## config.mk

```make
export PLATFORM = sky130hd
export DESIGN_NAME = byte_alu
export DESIGN_NICKNAME = d
export VERILOG_FILES = /design/src/rtl/byte_alu.sv
export SDC_FILE = /design/constraint.sdc
export NUM_CORES = 1
export LEC_CHECK = 0
export BUFFER_PORTS_ARGS = -buffer_cell sky130_fd_sc_hd__buf_2
export CORE_ASPECT_RATIO = 1.5
export CORE_MARGIN = 2
export CORE_UTILIZATION = 48
export DETAILED_ROUTE_END_ITERATION = 16
export HOLD_SLACK_MARGIN = 0.15
export PLACE_DENSITY = 0.69
export SLEW_MARGIN = 20
export SYNTH_ARGS = -nofsm -noshare
export SYNTH_HDL_FRONTEND = slang
export SYNTH_SLANG_ARGS = --single-unit
```

## constraint.sdc

```tcl
create_clock -name clk -period 9 [get_ports clk]
set_input_delay 0.45 -clock clk [delete_from_list [all_inputs] [get_ports clk]]
set_output_delay 0.45 -clock clk [all_outputs]
set_load 0.02 [all_outputs]
```

## src/rtl/byte_alu.sv

```systemverilog
module byte_alu #(
  parameter int WIDTH = 8
) (
  input  logic                     clk,
  input  logic                     rst,
  input  logic                     exec_en,
  input  logic [3:0]               opcode,
  input  logic [WIDTH-1:0]         src_a,
  input  logic [WIDTH-1:0]         src_b,
  input  logic [$clog2(WIDTH)-1:0] shamt,
  output logic [WIDTH-1:0]         result,
  output logic                     flag_z,
  output logic                     flag_c
);

  localparam int CW = $clog2(WIDTH);

  localparam logic [3:0] OP_ADD = 4'd0;
  localparam logic [3:0] OP_ADC = 4'd1;
  localparam logic [3:0] OP_SUB = 4'd2;
  localparam logic [3:0] OP_SBC = 4'd3;
  localparam logic [3:0] OP_AND = 4'd4;
  localparam logic [3:0] OP_OR  = 4'd5;
  localparam logic [3:0] OP_XOR = 4'd6;
  localparam logic [3:0] OP_MSK = 4'd7;
  localparam logic [3:0] OP_SHL = 4'd8;
  localparam logic [3:0] OP_SHR = 4'd9;
  localparam logic [3:0] OP_ROL = 4'd10;
  localparam logic [3:0] OP_ROR = 4'd11;

  logic               cin_add, cin_sub;
  logic [WIDTH:0]     add_full, sub_full, shl_full, shr_full;
  logic [2*WIDTH-1:0] dbl, rol_full, ror_full;
  logic [WIDTH-1:0]   rol_res, ror_res;
  logic               cnt_zero;
  logic               c_next, c_load;

  assign cin_add  = (opcode == OP_ADC) & flag_c;
  assign cin_sub  = (opcode == OP_SBC) & flag_c;
  assign add_full = {1'b0, src_a} + {1'b0, src_b} + {{WIDTH{1'b0}}, cin_add};
  assign sub_full = {1'b0, src_a} - {1'b0, src_b} - {{WIDTH{1'b0}}, cin_sub};

  assign shl_full = {1'b0, src_a} << shamt;
  assign shr_full = {src_a, 1'b0} >> shamt;
  assign dbl      = {src_a, src_a};
  assign rol_full = dbl << shamt;
  assign ror_full = dbl >> shamt;
  assign rol_res  = rol_full[2*WIDTH-1:WIDTH];
  assign ror_res  = ror_full[WIDTH-1:0];
  assign cnt_zero = (shamt == {CW{1'b0}});

  always_comb begin
    result = src_a;
    c_next = flag_c;
    c_load = 1'b0;
    case (opcode)
      OP_ADD, OP_ADC: begin
        result = add_full[WIDTH-1:0];
        c_next = add_full[WIDTH];
        c_load = 1'b1;
      end
      OP_SUB, OP_SBC: begin
        result = sub_full[WIDTH-1:0];
        c_next = sub_full[WIDTH];
        c_load = 1'b1;
      end
      OP_AND: begin result = src_a & src_b;  c_next = 1'b0; c_load = 1'b1; end
      OP_OR:  begin result = src_a | src_b;  c_next = 1'b0; c_load = 1'b1; end
      OP_XOR: begin result = src_a ^ src_b;  c_next = 1'b0; c_load = 1'b1; end
      OP_MSK: begin result = src_a & ~src_b; c_next = 1'b0; c_load = 1'b1; end
      OP_SHL: begin
        result = shl_full[WIDTH-1:0];
        c_next = shl_full[WIDTH];
        c_load = !cnt_zero;
      end
      OP_SHR: begin
        result = shr_full[WIDTH:1];
        c_next = shr_full[0];
        c_load = !cnt_zero;
      end
      OP_ROL: begin
        result = rol_res;
        c_next = rol_res[0];
        c_load = !cnt_zero;
      end
      OP_ROR: begin
        result = ror_res;
        c_next = ror_res[WIDTH-1];
        c_load = !cnt_zero;
      end
      default: begin
        result = src_a;
        c_load = 1'b0;
      end
    endcase
  end

  always_ff @(posedge clk) begin
    if (rst) begin
      flag_z <= 1'b0;
      flag_c <= 1'b0;
    end else if (exec_en) begin
      flag_z <= (result == {WIDTH{1'b0}});
      if (c_load) flag_c <= c_next;
    end
  end

  p_reset_clears_r9: assert property (@(posedge clk)
    rst |=> (!flag_z && !flag_c));

  p_hold_idle_r8: assert property (@(posedge clk) disable iff (rst)
    !exec_en |=> ($stable(flag_z) && $stable(flag_c)));

  p_zero_flag_r7: assert property (@(posedge clk) disable iff (rst)
    exec_en |=> (flag_z == ($past(result) == {WIDTH{1'b0}})));

  p_sub_borrow_r2: assert property (@(posedge clk) disable iff (rst)
    (exec_en && opcode == OP_SUB) |=> (flag_c == ($past(src_b) > $past(src_a))));

  p_logic_clears_c_r3: assert property (@(posedge clk) disable iff (rst)
    (exec_en && opcode[3:2] == 2'b01) |=> !flag_c);

  p_zero_count_keeps_c_r6: assert property (@(posedge clk) disable iff (rst)
    (exec_en && opcode[3:2] == 2'b10 && shamt == {CW{1'b0}}) |=> $stable(flag_c));

  p_spare_keeps_c_r10: assert property (@(posedge clk) disable iff (rst)
    (exec_en && opcode[3:2] == 2'b11) |=> $stable(flag_c));

endmodule

```

=== Word level (Yosys, flattened, before mapping) ===
Cells that the tools add are included.

* Shift operators: 4
* Bitwise operators: 7
* Muxes and demuxes: 3
* Reduce and logical (&&, ||, !) cells: 11
* $add $sub $neg: 4
* Equality and inequality tests: 11

{| class="wikitable"
|+ Operators with widths
! operator !! count
|-
| 8-bit case mux with 10 select lines || 1
|-
| 8-bit AND || 2
|-
| 4-bit by 3-bit == test with 1-bit output, second input constant || 4
|-
| 4-bit == test, second input constant || 4
|-
| 16-bit by 3-bit << shifter with 16-bit output || 1
|-
| 16-bit by 3-bit right shift with 8-bit output || 1
|-
| 8-bit by 8-bit adder with 9-bit output || 1
|-
| 9-bit by 1-bit adder with 9-bit output || 1
|-
| 8-bit by 3-bit << shifter with 9-bit output || 1
|-
| 9-bit by 3-bit right shift with 9-bit output || 1
|-
| 8-bit by 8-bit subtractor with 9-bit output || 1
|-
| 9-bit by 1-bit subtractor with 9-bit output || 1
|-
| 4-bit by 2-bit == test with 1-bit output, second input constant || 2
|-
| 8-bit logical NOT || 1
|-
| 8-bit inverter || 1
|-
| 8-bit bitwise OR || 1
|-
| 4-bit OR reduction || 2
|-
| 8-bit OR reduction || 1
|-
| 8-bit XOR || 1
|-
| 1-bit case mux with 7 select lines || 1
|-
| 7-bit nonzero test || 1
|-
| 4-bit by 1-bit == test with 1-bit output, second input constant || 1
|-
| 4-bit logical NOT || 1
|-
| 2-bit OR reduction || 2
|-
| 5 further kinds || 6
|}

* Register bits after elaboration: 2

=== Longest topological paths before layout ===
Gate-level depths: netlist of run 1.

* Depth in word-level cells: 5
* Mapped depth: 15
* Mapped depth without buffers: 14

=== Worst setup path before layout of run 1 ===
OpenSTA, ideal clock, no wires.

* Kind: input-to-output
* Start: input port opcode[1]
* End: output port result[7]
* Arrival: 3177 ps
* Path slack: 5373 ps
* Buffers on the path: 1
* Stages on the path: 14
* Cell sequence: buf_2 nor2b_1 and2_1 nand3_1 fa_1 inv_1 ha_1 o21ai_0 a311oi_1 a21o_1 a21oi_1 xnor2_1 nand2_1 a41oi_1

* Cells in the longest elaborated chain, start to end: 4

{| class="wikitable"
|+ Ends and longest elaborated chain
! item !! line !! text
|-
| start: declaration || 7 || <nowiki>input logic [3:0] opcode,</nowiki>
|-
| 4-bit by 2-bit == test with 1-bit output or 4-bit by 1-bit == test with 1-bit output (tied branches) || 39, 56, 38 ||
|-
| 1-bit AND, on equally long branches || 39, 38 ||
|-
| 9-bit by 1-bit subtractor with 9-bit output or 9-bit by 1-bit adder with 9-bit output (tied branches) || 41, 40 ||
|-
| 8-bit case mux with 10 select lines * || 56 || <nowiki>case (opcode)</nowiki>
|-
| end: declaration || 11 || <nowiki>output logic [WIDTH-1:0] result,</nowiki>
|}

Mark *: on every way between the ends. The rest lies on a longest branch, timed or not.

=== Worst setup path after layout of run 1 ===
* Start: input port opcode[1]
* End: output port result[6]

Same word-level chain as after synthesis.

==> results of run 1 <==
-- power breakdown --
part           internal, W  leakage (nW)  switching, W
Clock            0.0000283        0.0216    0.00000732
Combinational    0.0000646          1.19      0.000103
Sequential      0.00000929        0.0162   0.000000542
-- cells by family (layout without fill, tap and decap cells) --
kind of cell | count (synthesis) | in the layout | synth area share (%)
buffers and inverters | 51 | 65 | 9.49
adders and majority gates | 33 | 33 | 17.1
muxes | 32 | 32 | 15.9
and+or+nand+nor | 122 | 122 | 24.6
AOI/OAI and AO/OA | 101 | 101 | 28.2
DFF | 2 | 2 | 1.55
xor gates and xnor gates | 9 | 9 | 3.05
-- worst reg2reg max path: cells and delay by family (launching register included) --
kind	cells	cell delay (ns)
simple gates	2	0.29
compound gates	5	1.13
fa+ha+maj	2	0.88
flops	1	0.42
xor+xnor	1	0.25
-- worst max-delay path by stage --
stage,from,endpoint,slack [ns],cells after the start
floorplan,opcode[1],result[7],5.37,14
global placement,opcode[1],result[6],4.76,13
detailed placement,opcode[1],result[6],4.76,13
CTS,opcode[1],result[6],4.74,13
global route,opcode[1],result[6],4.48,13
finish,opcode[1],result[6],4.71,13
-- cells in the final DEF, fill, tap and decap left out, types with 3 or more instances in the layout --
master,n
buf_2,35
nand2_1,34
nor2_1,29
ha_1,29
inv_1,27
a21oi_1,25
mux2i_1,20
o21ai_0,18
nor3_1,8
and3_1,6
nor2b_1,6
mux4_2,6
nand2b_1,6
nand3_1,5
xnor2_1,5
o211ai_1,5
xor2_1,4
nand3b_1,4
o22ai_1,4
fa_1,4
and2_1,3
a211oi_1,3
a22o_1,3
a31oi_1,3
a21o_1,3
o221ai_1,3
nor4_1,3
a22oi_1,3
a32o_1,3
clkbuf_8,3
-- area by class of cell --
cell class | instances | area [um^2]
Clock buffer | 3 | 41.3
Fill cell | 520 | 2420
Inverter | 27 | 101
Multi-Input combinational cell | 297 | 2300
Sequential cell | 2 | 40.0
Tap cell | 68 | 85.1
Timing Repair Buffer | 35 | 175
-- metrics by stage --
| step | power, W | utilization (%) | instances | instance area (um^2) |
|---|---|---|---|---|
| finish | 0.000213 | 53.1 | 432 | 2740 |
| global route | 0.000228 | 53.1 | 432 | 2740 |
| CTS | 0.000210 | 53.1 | 432 | 2740 |
| detailed placement | 0.000173 | 52.3 | 429 | 2700 |
| global placement | 0.000172 | 52.3 | 429 | 2700 |
| floorplan | 0.000130 | - | 350 | 2580 |
-- Yosys cell counts (3+ instances only) --
cell type / instances
nand2b_1: 6
a22o_1: 3
a32o_1: 3
nand3b_1: 4
xnor2_1: 5
nor2b_1: 6
mux2i_1: 20
o22ai_1: 4
o21ai_0: 18
mux4_2: 6
nor4_1: 3
buf_2: 7
inv_1: 27
and3_1: 6
a21oi_1: 25
a31oi_1: 3
a21o_1: 3
buf_6: 6
o221ai_1: 3
clkbuf_1: 11
ha_1: 29
nor3_1: 8
nand3_1: 5
o211ai_1: 5
fa_1: 4
nor2_1: 29
nand2_1: 34
and2_1: 3
a22oi_1: 3
xor2_1: 4
a211oi_1: 3
-- flip-flops by register name, summed over array words and instances (netlist names) --
name / cells
flag_c: 1
flag_z: 1
-- per-layer routing --
metal | global-route usage [%] | wire [um] | vias up
met5 | 0 | 0 | -
met4 | 18.1 | 562 | 0
met3 | 2.64 | 532 | 34
met2 | 50.4 | 4280 | 155
met1 | 36.5 | 3460 | 1353
li1 | - | - | 1332
==> out/results.ini, run 1 <==
[min_path]
min_from = rst
hold_end = flag_c$_SDFFE_PP0P_
min_path_type = input port to flip-flop
hold_depth = 2

[global_route]
track_usage_pct = 30.0
grt_pass1_wl_um = 14200
grt_pass1_vias = 2745
grt_max_degree = 37
antenna_found_initial = 0
globalRoute.totalOverflow = 0

[synth]
async_reset_ff_share_pct = 0
synth.top_cell.area_share_pct = 14.0
synth_area_leaders = ha_1, mux2i_1, mux4_2
synth.net_count = 409
ys_types = 69
synth_sequential_area_ratio_pct = 1.55
syn_area_mm2 = 0.00258
synth-main-ff-cell = dfxtp_1
ys_ff_latch = 2
yosysTopAreaCell = ha_1
synth_edf_count = 0
syn_area_per_cell_um2 = 7.38
yosysWarnings = 0
synth_cells = 350

[clocking]
cts_hold_buf = 0
tritoncts.num_buffers = 3
cts.sinks = 2
clk_path_buf_depth = 2
cts_max_level = 1
post_cts_resized = 0
cts_tree = done
clk_pin_slew_worst_paths_ns = 0.03
clkLatencyLatePin_ns = 0.21
postCtsSetupBuffers = 0
cts_root_buffer = clkbuf_8

[critical_path]
crit_type = input port to output port
startpoint_type = input port
reg2reg_depth = 10
rrSetupSlack_ns = 5.93
cp_max_fo = 23
worst_path_max_delay_cell = fa_1
worstPathArrival_ns = 3.84
cpLargestDelayFamily = compound AO/OA/AOI/OAI gates
critPathBufInv = 2
crit_chain = buf_2 -> nor2b_1 -> and2_1 -> nand3_1 -> fa_1 -> fa_1 -> o21a_1 -> nor2_1 -> o21ai_0 -> xnor2_1 -> o221ai_1 -> o32a_1 -> buf_2
r2r-end = flag_z$_SDFFE_PP0P_
required_ns = 8.55
r2r_start = flag_c$_SDFFE_PP0P_
critPathMaxStageDelay_ns = 0.45
end_kind = output port

[job]
maxCapViolCount = 0

[route]
drtIter0Drc = 263
dr.pass1.iters = 5
drcViolationCount = 0
ant_nets = 0
detail_route.wirelength_um = 8840
vias_per_cell = 6.65
wl_per_cell_um = 20.5
vias = 2874

[final_layout]
diodes = 0
drive_above_1_share_pct = 16.5
nets = 425
area_delta_synth_final_pct = 6.10

[power_and_ir_drop]
power_density_mw_per_mm2 = 77.6
peakVddDrop_mv = 0.0529
p_leak_nw = 1.22

[placed_design]
gp_congestion = 0.970
hpwl_um = 6890
port_buffers = 35
place_ws_ns = 4.76

[sta]
rsz0062_at_grt = no
finalCritPeriodShare_pct = 47.7
max_slew_margin_pct = 43.1
fmax_mhz = 233
setup_slack_ns = 4.71
tns_ns = 0
tightest_slew_ns = 0.848
hold_ws_ns = 0.441
maxSlewViolCount = 0
period_needed_ns = 4.29
clock_skew_ns = 0.000571
setup_viol = 0
final-hold-violation-count = 0

[die]
fp.dieArea_mm2 = 0.00600
die_y_um = 93.9
core_area_mm2 = 0.00516
rows = 32
die_x_um = 63.9
start_util_pct = 50.0
io_pins = 36

[outcome]
outcome = finished clean

Power figures use the tool's default switching activity.
==> run 2, diff against run 1 <==
--- a/config.mk
+++ b/config.mk
@@ -11,7 +11,7 @@
 export CORE_UTILIZATION = 48
 export DETAILED_ROUTE_END_ITERATION = 16
 export HOLD_SLACK_MARGIN = 0.15
-export PLACE_DENSITY = 0.69
+export PLACE_DENSITY = 0.71
 export SLEW_MARGIN = 20
 export SYNTH_ARGS = -nofsm -noshare
 export SYNTH_HDL_FRONTEND = slang
==> constraint.sdc (replaced) <==
create_clock -name clk -period 3.79 [get_ports clk]
set_input_delay 0.1895 -clock clk [delete_from_list [all_inputs] [get_ports clk]]
set_output_delay 0.1895 -clock clk [all_outputs]
set_load 0.02 [all_outputs]
==> run 2 against run 1 <==
  * Sequential power is 140% higher
  * First-iteration DRC count is 27% higher
  * Cell count is 1.2% higher
  * Setup slack worse by 4.3 ns
  * Critical path depth is 2 higher
  * Combinational power is 140% higher
  * Flip-flop and latch count stayed put
  * Clock power is 130% higher
  * Non-clock buffer count is 5 higher
  * Total power is 140% higher
  * Global-route usage is 0.52 points higher
==> out/results.ini, run 2 (synthesis results as in run 1) <==
[final_layout]
drive_above_1_share_pct = 17.6
diodes = 0
area_delta_synth_final_pct = 7.55
mostFrequentLayoutCells = buf_2, nand2_1, nor2_1, ha_1, inv_1
nets = 430
fillCellCount = 547
final_cell_area_mm2 = 0.00278
final_common_cell = buf_2
top_regs = flag_c: 1 flops, flag_z: 1 flops

[clocking]
cts_root_buffer = clkbuf_8
tritoncts.num_buffers = 3
cts.sinks = 2
cts_hold_buf = 0
clkLatencyLatePin_ns = 0.21
cts_tree = done
cts_max_level = 1
postCtsSetupBuffers = 0
post_cts_resized = 0
clk_pin_slew_worst_paths_ns = 0.03
clk_path_buf_depth = 2

[critical_path]
crit_type = input port to output port
required_ns = 3.60
worstPathArrival_ns = 3.19
startpoint_type = input port
cp_max_fo = 5
end_kind = output port

[die]
fp.dieArea_mm2 = 0.00600
io_pins = 36
core_area_mm2 = 0.00516
die_y_um = 93.9
start_util_pct = 50.0
die_x_um = 63.9
rows = 32

[power_and_ir_drop]
power_frac_comb_pct = 78.8
power_density_mw_per_mm2 = 181
seqPwrFrac_pct = 4.7
internal_power_w = 0.000245
p_leak_nw = 1.25
swShare_pct = 51.3
switchingPower_w = 0.000258
power.share.clock_pct = 16.5
peakVddDrop_mv = 0.0860

[sta]
finalCritPeriodShare_pct = 89.2
tightest_slew_ns = 0.784
setup_viol = 0
fmax_mhz = 296
clock_skew_ns = 0.00171
setup_slack_ns = 0.408
final-hold-violation-count = 0
maxSlewViolCount = 0
period_needed_ns = 3.38
max_slew_margin_pct = 47.7
tns_ns = 0
rsz0062_at_grt = no

[global_route]
grt_pass1_wl_um = 14500
globalRoute.totalOverflow = 0
antenna_found_initial = 0
track_usage_pct = 30.5
grt_pass1_vias = 2830
grt_max_degree = 37

[placed_design]
port_buffers = 35
place_ws_ns = 0.427
hpwl_um = 6990
place_area_mm2 = 0.00274
gp_congestion = 1.03

[route]
vias = 2919
vias_per_cell = 6.68
dr.pass1.iters = 5
ant_nets = 0
detail_route.wirelength_um = 9030
drcViolationCount = 0
wl_per_cell_um = 20.7
drtIter0Drc = 334

[min_path]
min_path_type = input port to flip-flop

[job]
maxCapViolCount = 0

[outcome]
outcome = finished clean

-- run 2: cell types whose count changed in the layout (fill, tap and decap cells not counted), sizes merged --
| cell | delta |
|---|---|
| buf | +5 |
-- run 2: final timing paths --
check                 startpoint             endpoint  slack (ns)  cells after the start
max reg2reg  flag_c$_SDFFE_PP0P_  flag_c$_SDFFE_PP0P_        0.76                     11
min reg2reg  flag_z$_SDFFE_PP0P_  flag_z$_SDFFE_PP0P_        0.45                      2
min                          rst  flag_c$_SDFFE_PP0P_        0.18                      2
max                    opcode[2]            result[7]        0.41                     15
-- run 2: final cells by class --
class                   instances  area [um^2]  area share, %
multi-input cells             297         2300           82.7
flip-flops and latches          2         40.0           1.44
clock buffers                   3         41.3           1.49
inverters                      27          101           3.65
well taps                      68         85.1           3.06
repair buffers                 40          213           7.65
-- run 2: worst max-delay path, stage by stage --
cell	delay [ns]
buf_2	0.10
nor2b_1	0.18
and2_1	0.26
nand3_1	0.13
fa_1	0.53
inv_1	0.05
ha_1	0.17
o21ai_0	0.25
a311oi_1	0.19
a21o_1	0.21
a21oi_1	0.17
xnor2_1	0.13
nand2_1	0.08
a41oi_1	0.31
buf_2	0.23
-- run 2: power groups by stage --
stage / clock network [W] / registers (W) / logic, W
finish: 0.0000830 / 0.0000237 / 0.000397
global route: 0.0000870 / 0.0000235 / 0.000433
CTS: 0.0000837 / 0.0000235 / 0.000391
detailed placement: 0 / 0.0000237 / 0.000389
global placement: 0 / 0.0000237 / 0.000386
floorplan: 0 / 0.0000239 / 0.000285
-- run 2: routing by layer --
metal / share of wire (%) / wire, um / track usage (%) / up-vias
li1: - / - / - / 1346
met1: 37 / 3350 / 36.0 / 1356
met2: 47 / 4280 / 51.6 / 168
met3: 7.8 / 708 / 2.64 / 49
met4: 7.6 / 689 / 20.7 / 0
met5: 0 / 0 / 0 / -
-- run 2: through the flow --
| step | hold slack (ns) | power, W | std cells | utilization (%) |
|---|---|---|---|---|
| floorplan | 0.259 | 0.000309 | 350 | - |
| global route | 0.190 | 0.000544 | 437 | 53.8 |
| global placement | 0.392 | 0.000410 | 434 | 53.0 |
| detailed placement | 0.392 | 0.000413 | 434 | 53.0 |
| CTS | 0.175 | 0.000499 | 437 | 53.8 |
| finish | 0.180 | 0.000504 | 437 | 53.8 |
==> run 3, diff against run 2 <==
--- a/config.mk
+++ b/config.mk
@@ -11,7 +11,7 @@
 export CORE_UTILIZATION = 48
 export DETAILED_ROUTE_END_ITERATION = 16
 export HOLD_SLACK_MARGIN = 0.15
-export PLACE_DENSITY = 0.71
+export PLACE_DENSITY = 0.69
 export SLEW_MARGIN = 20
 export SYNTH_ARGS = -nofsm -noshare
 export SYNTH_HDL_FRONTEND = slang
==> constraint.sdc (replaced) <==
create_clock -name clk -period 3.28 [get_ports clk]
set_input_delay 0.164 -clock clk [delete_from_list [all_inputs] [get_ports clk]]
set_output_delay 0.164 -clock clk [all_outputs]
set_load 0.02 [all_outputs]
==> run 3 against run 2 <==
  * Register-to-register slack lost 0.30 ns
  * Worst hold slack lost 0.029 ns
  * First-iteration DRC count shrank 23%
  * Final area grew 3.5%
  * Flip-flop and latch count is the same
  * Via count shrank 0.10%
  * Non-clock buffer count grew 12
  * Sequential share of layout area is essentially flat
  * Total power grew 18%
  * Clock-buffer cell count is the same
  * Critical endpoint is now result[6]
  * Largest power group unchanged
==> out/results.ini, run 3 (synthesis results as in run 1) <==
[outcome]
outcome = finished clean

[sta]
rsz0062_at_grt = no
tightest_slew_ns = 0.609
finalCritPeriodShare_pct = 94.1
setup_viol = 0
tns_ns = 0
max_slew_margin_pct = 59.3
fmax_mhz = 324
final-hold-violation-count = 0
maxSlewViolCount = 0
clock_skew_ns = 0.000873
period_needed_ns = 3.09
setup_slack_ns = 0.193

[route]
ant_nets = 0
detail_route.wirelength_um = 9080
vias = 2916
drtIter0Drc = 257
drcViolationCount = 0
dr.pass1.iters = 5
wl_per_cell_um = 20.2
vias_per_cell = 6.49

[global_route]
track_usage_pct = 31.4
globalRoute.totalOverflow = 0
antenna_found_initial = 0
grt_max_degree = 28
grt_pass1_vias = 2815
grt_pass1_wl_um = 14600

[placed_design]
port_buffers = 35
place_ws_ns = 0.0689
gp_congestion = 1.03
hpwl_um = 7270

[critical_path]
reg2reg_depth = 10
rrSetupSlack_ns = 0.46
crit_start = opcode[1]
r2r_start = flag_c$_SDFFE_PP0P_
startpoint_type = input port
end_kind = output port
required_ns = 3.12
cp_max_fo = 3
r2r-end = flag_z$_SDFFE_PP0P_
endpoint = result[6]
crit_type = input port to output port
worstPathArrival_ns = 2.92

[die]
rows = 32
die_y_um = 93.9
die_x_um = 63.9
fp.dieArea_mm2 = 0.00600
core_area_mm2 = 0.00516
start_util_pct = 50.0
io_pins = 36

[clocking]
cts_tree = done
clkLatencyLatePin_ns = 0.21
tritoncts.num_buffers = 3
cts_root_buffer = clkbuf_8
cts_hold_buf = 0
cts.sinks = 2
clk_pin_slew_worst_paths_ns = 0.03
cts_max_level = 1
clk_path_buf_depth = 2

[final_layout]
nets = 442
mostFrequentLayoutCells = nand2_1, buf_2, nor2_1, ha_1, inv_1
area_delta_synth_final_pct = 11.3
drive_above_1_share_pct = 20.7
fillCellCount = 527
diodes = 0
top_regs = flag_c: 1 flops, flag_z: 1 flops

[power_and_ir_drop]
power_density_mw_per_mm2 = 207
peakVddDrop_mv = 0.0794
p_leak_nw = 1.31

[job]
maxCapViolCount = 0

[min_path]
min_path_type = input port to flip-flop

-- run 3: stage by stage --
stage          hold WS (ns)  total power, W  instances  instance area [um^2]  util (%)
2_1_floorplan         0.233        0.000357        350                  2580         -
3_3_place_gp          0.368        0.000487        446                  2830      54.7
3_5_place_dp          0.370        0.000488        446                  2830      54.7
4_1_cts               0.158        0.000587        449                  2870      55.5
5_1_grt               0.161        0.000637        449                  2880      55.7
6_report              0.151        0.000594        449                  2880      55.7
-- run 3: power by group --
part	leakage, nW	total, W	internal [W]	switching (W)
combinational	1.27	0.000472	0.000191	0.000282
sequential	0.0167	0.0000273	0.0000257	0.00000159
clock	0.0216	0.0000945	0.0000774	0.0000171
-- run 3: critical path: stages --
cell and delay, ns:
buf_2 0.10, nor2b_2 0.17, and2_1 0.16, nand3_1 0.10, fa_1 0.42, fa_1 0.43, o21a_1 0.20, nor2_1 0.16
o21ai_1 0.14, xnor2_1 0.18, o221ai_1 0.14, o32a_1 0.39, buf_2 0.17
-- run 3: area by class of cell --
| type | count | area [um^2] | area share [%] |
|---|---|---|---|
| Sequential cell | 2 | 41.3 | 1.44 |
| Timing Repair Buffer | 52 | 305 | 10.6 |
| Inverter | 27 | 101 | 3.52 |
| Multi-Input combinational cell | 297 | 2300 | 80.0 |
| Tap cell | 68 | 85.1 | 2.96 |
| Clock buffer | 3 | 41.3 | 1.44 |
-- run 3: routing by layer --
metal | routed length (um) | track usage, %
met4 | 595 | 17.8
met2 | 4410 | 53.8
met5 | 0 | 0
met3 | 655 | 3.96
met1 | 3420 | 37.2
-- run 3: repair_timing --
action,4_1_cts,5_1_grt
setup buffers,0,0
setup endpoints to repair,0,2
gates resized for setup,0,5
-- run 3: worst min path at each step --
stage | cells after the start | end | from | slack, ns
2_1_floorplan | 1 | flag_c$_SDFFE_PP0P_ | rst | 0.23
3_3_place_gp | 2 | flag_c$_SDFFE_PP0P_ | rst | 0.37
3_5_place_dp | 2 | flag_c$_SDFFE_PP0P_ | rst | 0.37
4_1_cts | 2 | flag_c$_SDFFE_PP0P_ | rst | 0.16
5_1_grt | 2 | flag_c$_SDFFE_PP0P_ | rst | 0.16
6_report | 2 | flag_c$_SDFFE_PP0P_ | rst | 0.15
